==> src/rtl/fs_pkg.sv <==
package fs_pkg;

    // Default window: 768 us at 12 MHz, gap tolerance 3 us at 12 MHz
    localparam int unsigned DEF_LIMIT_CYC = 9216;
    localparam int unsigned DEF_GAP_MAX   = 36;

    // Per-cycle control requests presented to the timers and flag
    typedef struct packed {
        logic active;    // encoder is transmitting this cycle
        logic own_clr;   // own-address command seen
        logic mst_clr;   // master reset pulse
    } fs_ctl_t;

    // Width needed to hold values 0..maxval
    function automatic int unsigned cnt_width(input int unsigned maxval);
        return (maxval < 2) ? 1 : $clog2(maxval + 1);
    endfunction

    // Any request that clears the flag
    function automatic logic any_clear(input fs_ctl_t c);
        return c.own_clr | c.mst_clr;
    endfunction

endpackage

==> src/rtl/fs_gap_timer.sv <==
module fs_gap_timer
    import fs_pkg::*;
#(
    parameter int unsigned GAP_MAX = DEF_GAP_MAX
) (
    input  logic    clk,
    input  logic    rst,
    input  fs_ctl_t ctl,
    output logic    gap_expire
);
    localparam int unsigned GW  = cnt_width(GAP_MAX + 1);
    localparam logic [GW-1:0] SAT = GW'(GAP_MAX + 1);
    localparam logic [GW-1:0] EDGE = GW'(GAP_MAX);

    logic [GW-1:0] idle_q;

    // This idle cycle is idle cycle GAP_MAX+1 of the run
    assign gap_expire = !ctl.active && (idle_q == EDGE);

    always_ff @(posedge clk) begin
        if (rst) begin
            idle_q <= '0;
        end else if (ctl.active) begin
            idle_q <= '0;
        end else if (idle_q != SAT) begin
            idle_q <= idle_q + 1'b1;
        end
    end

    a_r7_idle_bounded: assert property (@(posedge clk) disable iff (rst)
        idle_q <= SAT);

    a_r7_active_zeroes_idle: assert property (@(posedge clk) disable iff (rst)
        ctl.active |=> (idle_q == '0));

endmodule

==> src/rtl/fs_msg_timer.sv <==
module fs_msg_timer
    import fs_pkg::*;
#(
    parameter int unsigned LIMIT_CYC = DEF_LIMIT_CYC
) (
    input  logic    clk,
    input  logic    rst,
    input  fs_ctl_t ctl,
    input  logic    gap_expire,
    output logic    overflow
);
    localparam int unsigned MW = cnt_width(LIMIT_CYC);
    localparam logic [MW-1:0] TOP = MW'(LIMIT_CYC);

    logic [MW-1:0] len_q;
    logic          at_top;

    assign at_top = (len_q == TOP);

    // An active cycle beyond the window; an own-address clear pre-empts it
    assign overflow = ctl.active && at_top && !ctl.own_clr;

    always_ff @(posedge clk) begin
        if (rst) begin
            len_q <= '0;
        end else if (ctl.own_clr || gap_expire) begin
            len_q <= '0;
        end else if (ctl.active && !at_top) begin
            len_q <= len_q + 1'b1;
        end
    end

    a_r2_len_saturates: assert property (@(posedge clk) disable iff (rst)
        len_q <= TOP);

    a_r8_gap_restarts: assert property (@(posedge clk) disable iff (rst)
        gap_expire |=> (len_q == '0));

    a_r6_own_restarts: assert property (@(posedge clk) disable iff (rst)
        ctl.own_clr |=> (len_q == '0));

    a_r7_idle_holds: assert property (@(posedge clk) disable iff (rst)
        (!ctl.active && !gap_expire && !ctl.own_clr) |=> $stable(len_q));

    a_r9_mst_keeps_len: assert property (@(posedge clk) disable iff (rst)
        (ctl.mst_clr && !ctl.own_clr && !gap_expire && !ctl.active) |=> $stable(len_q));

endmodule

==> src/rtl/fs_flag_ctl.sv <==
module fs_flag_ctl
    import fs_pkg::*;
(
    input  logic    clk,
    input  logic    rst,
    input  fs_ctl_t ctl,
    input  logic    overflow,
    output logic    flag
);
    logic flag_q;

    always_ff @(posedge clk) begin
        if (rst) begin
            flag_q <= 1'b0;
        end else if (any_clear(ctl)) begin
            flag_q <= 1'b0;
        end else if (overflow) begin
            flag_q <= 1'b1;
        end
    end

    assign flag = flag_q;

    a_r2_overflow_sets: assert property (@(posedge clk) disable iff (rst)
        (overflow && !ctl.own_clr && !ctl.mst_clr) |=> flag_q);

    a_r4_sticky: assert property (@(posedge clk) disable iff (rst)
        (flag_q && !ctl.own_clr && !ctl.mst_clr) |=> flag_q);

    a_r5_own_clears: assert property (@(posedge clk) disable iff (rst)
        ctl.own_clr |=> !flag_q);

    a_r9_mst_clears: assert property (@(posedge clk) disable iff (rst)
        ctl.mst_clr |=> !flag_q);

    a_r10_rise_needs_overflow: assert property (@(posedge clk) disable iff (rst)
        $rose(flag_q) |-> $past(overflow));

endmodule

==> src/rtl/tx_failsafe_mon.sv <==
module tx_failsafe_mon
    import fs_pkg::*;
#(
    parameter int unsigned LIMIT_CYC = DEF_LIMIT_CYC,
    parameter int unsigned GAP_MAX   = DEF_GAP_MAX
) (
    input  logic clk,
    input  logic rst,
    input  logic tx_active,
    input  logic own_cmd_hit,
    input  logic mst_clr,
    output logic fail_flag,
    output logic tx_kill
);
    fs_ctl_t ctl;
    logic    gap_expire;
    logic    overflow;
    logic    flag;

    always_comb begin
        ctl.active  = tx_active;
        ctl.own_clr = own_cmd_hit;
        ctl.mst_clr = mst_clr;
    end

    fs_gap_timer #(.GAP_MAX(GAP_MAX)) u_gap (
        .clk        (clk),
        .rst        (rst),
        .ctl        (ctl),
        .gap_expire (gap_expire)
    );

    fs_msg_timer #(.LIMIT_CYC(LIMIT_CYC)) u_msg (
        .clk        (clk),
        .rst        (rst),
        .ctl        (ctl),
        .gap_expire (gap_expire),
        .overflow   (overflow)
    );

    fs_flag_ctl u_flag (
        .clk      (clk),
        .rst      (rst),
        .ctl      (ctl),
        .overflow (overflow),
        .flag     (flag)
    );

    assign fail_flag = flag;
    assign tx_kill   = flag;

    a_r3_kill_follows_flag: assert property (@(posedge clk) disable iff (rst)
        $rose(tx_kill) |-> $past(tx_active));

    a_r1_quiet_after_reset: assert property (@(posedge clk)
        $past(rst) |-> !fail_flag);

endmodule

==> config.mk <==
export PLATFORM = sky130hd
export DESIGN_NAME = tx_failsafe_mon
export DESIGN_NICKNAME = d
export VERILOG_FILES = /design/src/rtl/fs_pkg.sv /design/src/rtl/fs_gap_timer.sv /design/src/rtl/fs_msg_timer.sv /design/src/rtl/fs_flag_ctl.sv /design/src/rtl/tx_failsafe_mon.sv
export SDC_FILE = /design/constraint.sdc
export NUM_CORES = 1
export LEC_CHECK = 0
export BUFFER_PORTS_ARGS = -buffer_cell sky130_fd_sc_hd__buf_4
export CORE_MARGIN = 2
export CORE_UTILIZATION = 40
export DETAILED_ROUTE_END_ITERATION = 8
export GPL_ROUTABILITY_DRIVEN = 0
export PLACE_DENSITY = 0.66
export SETUP_SLACK_MARGIN = 0.2
export SLEW_MARGIN = 40
export SYNTH_ARGS = -nofsm -noshare
export SYNTH_HDL_FRONTEND = slang
export SYNTH_SLANG_ARGS = --single-unit
==> constraint.sdc <==
create_clock -name clk -period 2.1 [get_ports clk]
set_clock_uncertainty 0.05 [all_clocks]
set_input_delay 0.42 -clock clk [delete_from_list [all_inputs] [get_ports clk]]
set_output_delay 0.42 -clock clk [all_outputs]
set_load 0.005 [all_outputs]
==> results.txt, run 1 <==
- For this run, the slowest stage of the critical path takes 440 ps.
- Detailed Route WL: 1.97 mm
- In this run the remaining antenna-violating nets after routing total 0.
* Worst-case vdd ir drop: 0.391 mV
- Measured against its own limit, the worst slew margin works out to 68.3%.
- STA classifies the critical path endpoint as a register.
* Fill cell total of the finished layout: 257
* Total CTS buffers: 3
- Result of the run: finished clean
- The share of total power dissipated in sequential elements is 64.5%.
- The worst hold path begins at mst_clr.
* Net switching power figure: 0.138 mW
- Count of H-tree levels built during CTS: 1
- The number of antenna violations at the first check in global routing was 0.
- Combined buffer and inverter count along the critical path: 1
* Unrepaired setup endpoints after global routing: no
* Transition time at the pin with the least slew margin: 471 ps
- The slowest stage of the critical path belongs to the cell dfxtp_1.
* Post-Route Hold Slack: 220 ps
- For hold timing, the worst endpoint is u_flag.flag$_SDFFE_PP0P_.
- Synthesis handed over a netlist of 121 instances.
* Count of vias placed by the detailed router: 860
- Buffers placed on the I/O ports in this run total 6.
* Total Nets Final: 139
- Dividing the detail-routed via count by the number of cells gives 5.44.
- 7 I/O pins were placed.
* Total Neg Setup Slack: 0 ps
- Avg Synthesized Cell Area: 9.02 µm²
* Clock tree from TritonCTS: built
- Count of pins over their slew limit: 0
* Max Root-Sink Buffers: 2
- Power consumption: 0.629 mW
* Worst-path maximum fanout: 6
- The clock network burns 29.8% of the power.
- The repair_antennas step left the layout with diodes totalling 0.
- Category of cells accounting for the largest share of critical-path delay: flip-flops
* Netlist area before placement: 1090 µm²
- The detailed router finished its first iteration with 11 violations.
* Total of endpoints with negative setup slack in the final report: 0
* Sequential share of the synthesized area: 38.5%
- Met1 track demand over resource in global routing: 14.8%
* Final instance count without filler cells: 158
* GR Overflow Total: 0
* CP startpoint kind: register
- First-pass GRT wire length: 3.55 mm
- The min-delay analysis places its worst path in the category input port to register.
* Total track usage: 14.1%
* Number of gates resized after cts: 0
- The number of global-route vias before repair came to 885.
- Row count: 18
- Setup slack of the most critical reg-to-reg path: 330 ps
* Instance count along the most critical hold path: 2
- The critical path in this run is classified as register to register.
- FF-to-FF path depth: 6
- Timing would allow up to 0.565 GHz.
* Remaining design rule violation count: 0
- Internal power comes to 0.491 mW.
- Core Util, Final: 46.9%
- Final HPWL DP: 1.54 mm
- After layout, the minimum clock period comes to 1770 ps.
* Overall die area: 3160 µm²
* Number of warnings printed during yosys synthesis: 0
- Combinational cells account for 5.7% of the total power.
* Number of hold-slack violations in the final timing report: 0
- Number of detailed-routing iterations run before antenna repair: 6
- In this run, post-CTS hold repair placed 0 buffers.
- PwrDens: 532 nW/µm²
- The core region is 2520 µm².
- DIE HEIGHT: 56.2 µm
* Footprint of the multi-input gates: 627 µm²
- Die Wd: 56.2 µm
- Unique cell type count in the Yosys netlist: 33
* Most Crowded Layer GR: met2
* Reg area: 420 µm²
- STA puts the critical path data required time at 2250 ps.
- Number of instances in the placed design: 154
- Area growth, synth to finish: 8.37%
- Entering global routing, the biggest net connects 15 pins.
* Clock slew at reported path FFs: 110 ps
- Count of buffers added by post-CTS timing repair for setup: 0
- STA puts the critical path data arrival time at 1920 ps.
- Leakage dissipation: 0.418 nW
* Post-synthesis net count: 131
* Switching share of total power: 22.0%
- The initial utilization of the core area, before any placement, comes to 43.3%.
* Capture point of the worst reg-to-reg path: u_msg.len_q[9]$_SDFFE_PP0P_
- Met2 global-route usage: 26.2%
- In the global route stage, met3 resource usage came out at 4.88%.
* Critical Path, Cell by Cell: inv_1, ha_1, nor4bb_2, a41oi_2, nand4_1, mux2_1
- In this run, synthesis produced a sequential element count of 21.
- Launching point of the worst reg2reg path: u_msg.len_q[0]$_SDFFE_PP0P_
- Wire length per cell: 12.5 µm
- Insertion delay of the later-clocked pin in the worst-skew pair: 290 ps
- Across the run, the number of max-cap violations was 0.
* Fraction of layout instances using a drive strength above 1: 12.5%
- Final worst-path cycle share: 84.3%
* Root cell of the clock tree: clkbuf_4
* Number of sinks handled by clock tree synthesis: 21
==> logic make-up after synthesis <==
logic type / count (synthesis) / share of synthesized area, %
mux: 3 / 2.87
compound gates: 11 / 6.88
buf+inv: 10 / 4.01
xor+xnor: 12 / 9.63
flops: 21 / 38.5
simple gates: 59 / 32.3
fa+ha+maj: 5 / 5.73
==> synth_stat cells (all sizes together) <==
| cell type | number | area (µm²) |
|---|---|---|
| and3 | 2 | 12.5 |
| nor2 | 13 | 48.8 |
| nand4 | 7 | 50.1 |
| mux2i | 2 | 20.0 |
| nor4 | 4 | 37.5 |
| mux2 | 1 | 11.3 |
| and4bb | 1 | 12.5 |
| nor4bb | 1 | 16.3 |
| nand2 | 7 | 26.3 |
| and2 | 2 | 12.5 |
| o21ai | 3 | 15.0 |
| or3 | 3 | 18.8 |
| a21boi | 1 | 7.51 |
| nand2b | 2 | 12.5 |
| a211o | 1 | 8.76 |
| xor2 | 5 | 43.8 |
| nor2b | 1 | 6.26 |
| and4 | 2 | 18.8 |
| xnor2 | 7 | 61.3 |
| ha | 5 | 62.6 |
| a211oi | 1 | 7.51 |
| dfxtp | 21 | 420 |
| a41oi | 1 | 16.3 |
| a21oi | 4 | 20.0 |
| inv | 7 | 26.3 |
| nand3 | 5 | 25.0 |
| buf | 3 | 17.5 |
| nor3 | 8 | 40.0 |
| nor4b | 1 | 15.0 |
==> metrics by stage <==
stage / area, µm² / setup WS (ps)
after floorplan: 1090 / 470
after global placement: 1160 / 342
after detailed placement: 1160 / 333
after CTS: 1180 / 318
after global routing: 1180 / 201
final: 1180 / 329
==> cell type report <==
type                       instances  area share, %
clock buffer                       4           2.22
sequential                        21           35.6
tap                               30           3.17
timing repair buffer               6           3.81
multi-input combinational         90           53.0
inverter                           7           2.22
==> power groups by stage <==
stage / registers, mW / clock network (mW) / logic, mW
floorplan: 0.414 / 0 / 0.0235
global placement: 0.415 / 0 / 0.0351
detailed placement: 0.415 / 0 / 0.0368
CTS: 0.406 / 0.201 / 0.0367
global route: 0.407 / 0.220 / 0.0419
finish: 0.406 / 0.187 / 0.0361
==> layer usage <==
layer,wire length (µm),vias up,part of all wire [%]
met4,13,0,0.66
met3,36,2,1.8
met2,1020,4,52
met1,905,411,46
met5,0,-,0
li1,-,443,-
==> sequential cells by signal, summed over array words and instances (netlist names) <==
signal	flops
u_msg.len_q	14
u_gap.idle_q	6
u_flag.flag	1
==> cell usage in the layout, fill, tap and decap left out, drive strengths merged, types with 2 or more instances in the layout <==
cell type,count
and4,2
o21ai,3
or3,3
nand2,7
nor4,4
clkbuf,4
xnor2,7
nor3,8
nand3,5
ha,5
nand4,7
nor2,13
dfxtp,21
and3,2
buf,6
and2,2
xor2,5
mux2i,2
nand2b,2
inv,7
a21oi,4
==> worst max path at each step <==
stage / start / endpoint / slack, ps / cells after the start
after floorplan: u_msg.len_q[0]$_SDFFE_PP0P_ / u_msg.len_q[9]$_SDFFE_PP0P_ / 470 / 6
after global placement: u_msg.len_q[0]$_SDFFE_PP0P_ / u_msg.len_q[9]$_SDFFE_PP0P_ / 340 / 6
after detailed placement: u_msg.len_q[0]$_SDFFE_PP0P_ / u_msg.len_q[9]$_SDFFE_PP0P_ / 330 / 6
after CTS: u_msg.len_q[0]$_SDFFE_PP0P_ / u_msg.len_q[9]$_SDFFE_PP0P_ / 320 / 6
after global routing: u_msg.len_q[0]$_SDFFE_PP0P_ / u_msg.len_q[9]$_SDFFE_PP0P_ / 200 / 6
final: u_msg.len_q[0]$_SDFFE_PP0P_ / u_msg.len_q[9]$_SDFFE_PP0P_ / 330 / 6
No activity file was read; power rests on OpenSTA's default activity.
==> run 2: changes to the inputs <==
--- a/config.mk
+++ b/config.mk
@@ -5,6 +5,7 @@
 export SDC_FILE = /design/constraint.sdc
 export NUM_CORES = 1
 export LEC_CHECK = 0
+export ABC_AREA = 1
 export BUFFER_PORTS_ARGS = -buffer_cell sky130_fd_sc_hd__buf_4
 export CORE_MARGIN = 2
 export CORE_UTILIZATION = 40
==> constraint.sdc (replaced) <==
create_clock -name clk -period 1.7 [get_ports clk]
set_clock_uncertainty 0.05 [all_clocks]
set_input_delay 0.34 -clock clk [delete_from_list [all_inputs] [get_ports clk]]
set_output_delay 0.34 -clock clk [all_outputs]
set_load 0.005 [all_outputs]
==> results.txt, run 2 <==
* Worst-case vdd ir drop: 0.379 mV
* Unique cell type count in the Yosys netlist: 20
- Launching point of the worst reg2reg path: u_msg.len_q[0]$_SDFFE_PP0P_
- Dividing the detail-routed wire length by the instance count gives 10.9 µm.
- Leaving out filler cells and counting taps, the final layout contains 230.
* Post-Syn Instances: 189
- Worst Setup Path Type: register to register
- Total track usage: 16.3%
- Initial cell density of the core: 41.6%
- Type of the tightest min-delay check: input port to register
- CP startpoint kind: register
- In this run the worst path has a maximum fanout of 11.
- The worst hold path was traced through 2 stages.
- Max capacitance violation total: 0
- Via count of the first global-routing pass: 1041
* Total of endpoints with negative setup slack in the final report: 0
* Overall die area: 3580 µm²
- Most frequent cells after synthesis: 47 x nand2_1, 30 x nor2_1, 23 x inv_1, 21 x dfxtp_1, 14 x nand3_1
* Number of warnings printed during yosys synthesis: 0
- Share of the synthesized area in the top cell type: 33.7%
- The number of antenna violations at the first check in global routing is 0.
* Count of vias placed by the detailed router: 1133
- Subtracting the final worst setup slack from the clock period gives 1370 ps.
- The most used flip-flop cell after synthesis is dfxtp_1.
- The path with the worst hold slack has its endpoint at u_flag.flag$_SDFFE_PP0P_.
- Die Wd: 59.9 µm
* Clock tree from TritonCTS: built
* Fraction of power consumed by sequential logic: 61.8%
- Insertion delay of the later-clocked pin in the worst-skew pair: 320 ps
- Buffers inserted during clock tree synthesis total 3.
- At the pin with the least slew margin, the transition time is 247 ps.
- In this run the cell area of the synthesized design comes to 1250 µm².
- Summed over all cells, the static leakage comes to 0.536 nW.
* Unrepaired setup endpoints after global routing: no
- Total Nets Final: 208
- Relative max-transition margin: 83.5%
- Core Box Area: 3000 µm²
- Peak clock frequency supported by timing: 0.731 GHz
- After clock tree synthesis, the clock-pin slew on the worst setup and hold paths is 140 ps.
- GR Overflow Total: 0
- Post-synthesis net count: 199
- Setup slack of the most critical reg-to-reg path: 330 ps
* Root cell of the clock tree: clkbuf_4
- Avg Synthesized Cell Area: 6.61 µm²
- CTS built an H-tree with a depth of 1.
- The number of pins exceeding their max-slew limit in the final report is 0.
* Most common library cell in the layout ignoring fill and taps: nand2_1
- Area growth, synth to finish: 9.32%
- During I/O placement, the number of pins put on the boundary was 7.
- The first global-routing pass estimated 4.46 mm of wire.
* Footprint of the multi-input gates: 714 µm²
- Entering global routing, the biggest net connects 14 pins.
- Number of hold-slack violations in the final timing report: 0
- Sequential cells were found to cover 33.7% of the synthesized design area.
- The worst hold path begins at mst_clr.
* Flop and latch count out of synthesis: 21
* Diodes inserted: 0
- Buffers added to address setup during post-CTS repair amount to 0.
- The floorplan has 20 rows.
- Counting every sink on the clock net gives 21.
- Capture point of the worst reg-to-reg path: u_msg.len_q[9]$_SDFFE_PP0P_
* Largest Register: u_msg.len_q
- Before antenna repair, the detailed router went through 4 iterations.
* Result of the run: finished clean
- The register with the most flip-flops in the layout has 14 of them.
* Most frequently used cell type in the post-synthesis netlist: nand2_1
- Fraction of synthesis flops using an asynchronous set or reset pin: 0%
- Data on the critical path arrives at its endpoint at 1560 ps.
- After routing, the total negative slack on setup checks comes to 0 ps.
- The clock passes through at most 2 buffers.
- Across the whole layout, storage elements account for 423 µm².
- Net switching is 25.1% of the power.
* DIE HEIGHT: 59.9 µm
* Number of instances in the placed design: 226
- The number of cells on the worst reg-to-reg path is 10.
* Biggest area contributors in the synthesized netlist: dfxtp_1 34%, nand2_1 14%, nor2_1 9.0%
- Net switching power figure: 0.203 mW
* EDFF count, synth: 0
* Fill cell total of the finished layout: 326
- In the layout the commonest cells are 46 x nand2_1, 30 x nor2_1, 22 x inv_1.
- Core Util, Final: 45.5%
- Fraction of layout instances using a drive strength above 1: 11.7%
- Share of total power in the clock network: 31.5%
* Final worst-path cycle share: 80.4%
- Critical path capture point type: register
* Routed via count divided by cell count: 4.93
- Of the total power, combinational logic draws 6.7%.
* Detailed Route WL: 2.51 mm
- Crit path required time: 1890 ps
- Internal power summed over all cells: 0.607 mW
* Cell type with the largest total area after synthesis: dfxtp_1
- Final HPWL DP: 1.89 mm
- PwrDens: 593 nW/µm²
- In the routed design, unresolved DRC markers number 0.
* Port bufs: 6
- For this design, the CTS-stage hold fixing added 0 buffers.
- The detail route stage leaves a number of antenna-violating nets equal to 0.
- The number of gates resized after CTS was 1.
- The detailed router finished its first iteration with 50 violations.
## run 2: power by group through the flow
stage	Sequential (mW)	Combinational [mW]	Clock [mW]
after floorplan	0.512	0.0339	0
after global placement	0.511	0.0513	0
after detailed placement	0.511	0.0519	0
after CTS	0.501	0.0523	0.275
after global routing	0.502	0.0619	0.293
final	0.501	0.0543	0.255
## run 2: worst max path at each step
stage,start,end,depth (start not counted)
6_report,u_msg.len_q[0]$_SDFFE_PP0P_,u_msg.len_q[9]$_SDFFE_PP0P_,10
3_5_place_dp,u_msg.len_q[0]$_SDFFE_PP0P_,u_msg.len_q[5]$_SDFFE_PP0P_,9
3_3_place_gp,u_msg.len_q[0]$_SDFFE_PP0P_,u_msg.len_q[5]$_SDFFE_PP0P_,9
4_1_cts,u_msg.len_q[1]$_SDFFE_PP0P_,u_msg.len_q[8]$_SDFFE_PP0P_,7
2_1_floorplan,u_msg.len_q[0]$_SDFFE_PP0P_,u_msg.len_q[1]$_SDFFE_PP0P_,9
5_1_grt,u_msg.len_q[10]$_SDFFE_PP0P_,u_flag.flag$_SDFFE_PP0P_,9
## run 2: routing by layer
layer | vias to the layer above | GRT usage, % | routed length (µm)
met5 | - | 0 | 0
met4 | 0 | 6.67 | 38
met3 | 6 | 2.60 | 68
met2 | 15 | 27.5 | 1190
met1 | 500 | 20.6 | 1210
li1 | 612 | - | -
## run 2: through the flow
step           area (µm²)  setup WS [ps]  hold WS [ps]  power [mW]
6_report             1370            332           101       0.810
5_1_grt              1370            194          83.2       0.857
4_1_cts              1350            253          83.2       0.828
3_5_place_dp         1320            225           419       0.563
3_3_place_gp         1320            276           409       0.563
2_1_floorplan        1250            396           362       0.546
## run 2: layout make-up
cell class	count	area share, %
clock buffer	3	1.65
sequential	21	31.0
multi-input combinational	140	52.3
clock inverter	1	0.550
tap	33	3.02
inverter	23	6.51
timing repair buffer	9	4.95
## run 2: critical path, stage by stage (launching register included)
cell and delay (ps):
dfxtp_2 350, inv_1 90, ha_1 150, nand2_1 50
nor2_1 130, nand2_2 90, buf_4 180, nand3b_1 90
nand2_1 50, inv_1 40, nor2_1 30
## run 2: logic make-up after synthesis
family                   Yosys count  share of synthesized area, %
AND/OR/NAND/NOR                  107                          37.3
flip-flops                        21                          33.7
adder cells (fa/ha/maj)            5                          5.01
buffers and inverters             28                          10.1
AO/OA/AOI/OAI                     19                          7.61
XOR/XNOR                           9                          6.31
==> run 3: changes to the inputs <==
--- a/config.mk
+++ b/config.mk
@@ -11,7 +11,7 @@
 export CORE_UTILIZATION = 40
 export DETAILED_ROUTE_END_ITERATION = 8
 export GPL_ROUTABILITY_DRIVEN = 0
-export PLACE_DENSITY = 0.66
+export PLACE_DENSITY = 0.68
 export SETUP_SLACK_MARGIN = 0.2
 export SLEW_MARGIN = 40
 export SYNTH_ARGS = -nofsm -noshare
==> constraint.sdc (replaced) <==
create_clock -name clk -period 1.2 [get_ports clk]
set_clock_uncertainty 0.05 [all_clocks]
set_input_delay 0.24 -clock clk [delete_from_list [all_inputs] [get_ports clk]]
set_output_delay 0.24 -clock clk [all_outputs]
set_load 0.005 [all_outputs]
==> results.txt, run 3 (synthesis results as in run 2) <==
* Final instance count without filler cells: 268
- Insertion delay of the later-clocked pin in the worst-skew pair: 320 ps
- The repair_antennas step left the layout with diodes totalling 0.
- Max FFs per register: 14
* Via count of the first global-routing pass: 1303
* Crit path required time: 1410 ps
* Detailed Route WL: 3.56 mm
- The cell that appears most often on the critical path is nand2_2.
- The largest single stage delay on the critical path is 390 ps.
- Peak clock frequency supported by timing: 0.740 GHz
- GR Overflow Total: 0
* Critical path capture point type: register
* Area growth, synth to finish: 56.1%
- Once the floorplan was initialized, standard cells occupied 41.6% of the core.
* Critical Path, Cell by Cell: inv_4, ha_4, nand2_2, nor2_2, nand2_2, nand2_4, buf_6, nand2_1, a21oi_1
- Clock tree synthesis found a total of 21 sinks.
- Total of endpoints with negative setup slack in the final report: 15
- The final hold violation count came to 0.
- After detailed routing, the average wire length per cell comes to 13.3 µm.
* Routed via count divided by cell count: 4.97
- The first global-routing pass estimated 5.57 mm of wire.
- Fill cell total of the finished layout: 250
* Count of vias placed by the detailed router: 1333
* Post-DP Area: 1580 µm²
- The first detailed-routing pass took 4 iterations.
- Clock tree from TritonCTS: built
- Worst Setup Path Type: register to register
- In this run the worst path has a maximum fanout of 6.
- Critical Path Start: u_msg.len_q[0]$_SDFFE_PP0P_
- Setup slack of the most critical reg-to-reg path: -150 ps
- From left edge to right edge, the die measures 59.9 µm.
- PwrDens: 629 nW/µm²
- In the final design database the tool counted 246 nets.
* Row count: 20
* Instance count along the most critical hold path: 4
- For this design, the slowest cell found on the critical path is dfxtp_4.
* Relative max-transition margin: 73.9%
- At the pin with the least slew margin, the transition time is 390 ps.
* DIE HEIGHT: 59.9 µm
- Leading cell types in the layout, fill and taps excluded: 38 x nand2_1, 32 x buf_4, 21 x nor2_1
- Worst-case vdd ir drop: 0.506 mV
* FF-to-FF path depth: 9
* Final HPWL DP: 2.14 mm
- Final Worst Setup Slack: -151 ps
- No sink is reached through more buffers than the 2 on the longest clock path.
* Top-level port count: 7
- Post-Route Hold Slack: 118 ps
- Critical path destination: u_msg.len_q[8]$_SDFFE_PP0P_
* Launching point of the worst reg2reg path: u_msg.len_q[0]$_SDFFE_PP0P_
* Leakage dissipation: 0.774 nW
- With fillers left out, the area of the finished cells amounts to 1950 µm².
* Count of H-tree levels built during CTS: 1
- The count of buffers added on input and output ports is 6.
- At the worst endpoint, the arrival time is 1560 ps.
* Largest net degree at the start of global routing: 13
* Overall die area: 3580 µm²
- Including well taps, the total number of placed cells is 257.
- Core Box Area: 3000 µm²
- The worst path in the final design needs a cycle of 1350 ps, including I/O delays and setup.
* Unrepaired setup endpoints after global routing: yes
- The endpoint identified for the worst register-to-register timing path is u_msg.len_q[8]$_SDFFE_PP0P_.
- The detail route stage leaves a number of antenna-violating nets equal to 0.
* Root cell of the clock tree: clkbuf_4
- Count of pins over their slew limit: 0
- Type of the tightest min-delay check: input port to register
- The register with the most flip-flops in the final layout is u_msg.len_q.
* Most common library cell in the layout ignoring fill and taps: nand2_1
* Reg area: 440 µm²
- Dividing the final minimum period by the clock period gives 113%.
- The run finished, with violations left.
- Number of antenna violations at the first check in global routing: 0
- Failing checks: setup timing
* Fraction of layout instances using a drive strength above 1: 50.2%
- Starting DRC count in detailed routing: 59
- Total track usage: 20.9%
- Summing all multi-input logic gate instances after layout gives 930 µm².
- Clock-pin slew was measured on the worst setup and hold paths at 140 ps.
- Remaining design rule violation count: 0
- Counting the buffers created by CTS gives 3.
* CP startpoint kind: register
* Max capacitance violation total: 0
==> run 3: cell type report <==
class / instances / share of cell area, %
clock buffers: 3 / 1.16
clock inverters: 1 / 0.257
inverters: 23 / 4.81
multi-input cells: 140 / 47.7
flip-flops and latches: 21 / 22.6
well taps: 33 / 2.12
repair buffers: 47 / 21.4
==> run 3: power by group <==
part / total [mW] / leakage (nW) / switching, mW / internal (mW)
clock network: 0.369 / 0.0177 / 0.244 / 0.125
registers: 0.710 / 0.176 / 0.00818 / 0.701
logic: 0.148 / 0.580 / 0.0814 / 0.0669
total: 1.23 / 0.774 / 0.333 / 0.893
==> run 3: repair_timing <==
| action | in CTS | in global routing |
|---|---|---|
| hold buffers | 1 | 0 |
| endpoints found under the hold margin | 1 | 0 |
| gates resized for setup | 50 | 32 |
| pin swaps | 20 | 21 |
| setup endpoints to repair | 23 | 23 |
| buffers inserted | 3 | 3 |
==> run 3: worst min path at each step <==
stage	startpoint	to	slack [ps]
floorplan	mst_clr	u_flag.flag$_SDFFE_PP0P_	260
global placement	mst_clr	u_flag.flag$_SDFFE_PP0P_	350
detailed placement	mst_clr	u_flag.flag$_SDFFE_PP0P_	350
CTS	own_cmd_hit	u_flag.flag$_SDFFE_PP0P_	100
global route	own_cmd_hit	u_flag.flag$_SDFFE_PP0P_	160
finish	own_cmd_hit	u_flag.flag$_SDFFE_PP0P_	120
==> run 3: per-stage QoR <==
stage	setup TNS (ps)	setup WS, ps	total power [mW]	util [%]
final	-1810	-151	1.23	64.9
after global routing	-2930	-225	1.26	64.9
after CTS	-1270	-106	1.21	60.3
after detailed placement	-1820	-150	0.820	52.5
after global placement	-1520	-136	0.819	52.5
after floorplan	-123	-18.0	0.777	-
==> run 3: critical path: cells and delay by family (launching register included) <==
family | cells | cell delay (ps)
DFF | 1 | 390
and+or+nand+nor | 5 | 400
AOI/OAI and AO/OA | 1 | 110
adders and majority gates | 1 | 120
buffers and inverters | 2 | 200
==> run 3: per-layer routing <==
layer  track usage [%]  wire length, µm  up-vias
li1                  -                -      687
met1              22.7             1440      629
met2              38.2             2000       11
met3              3.68               52        6
met4              10.5               74        0
met5                 0                0        -
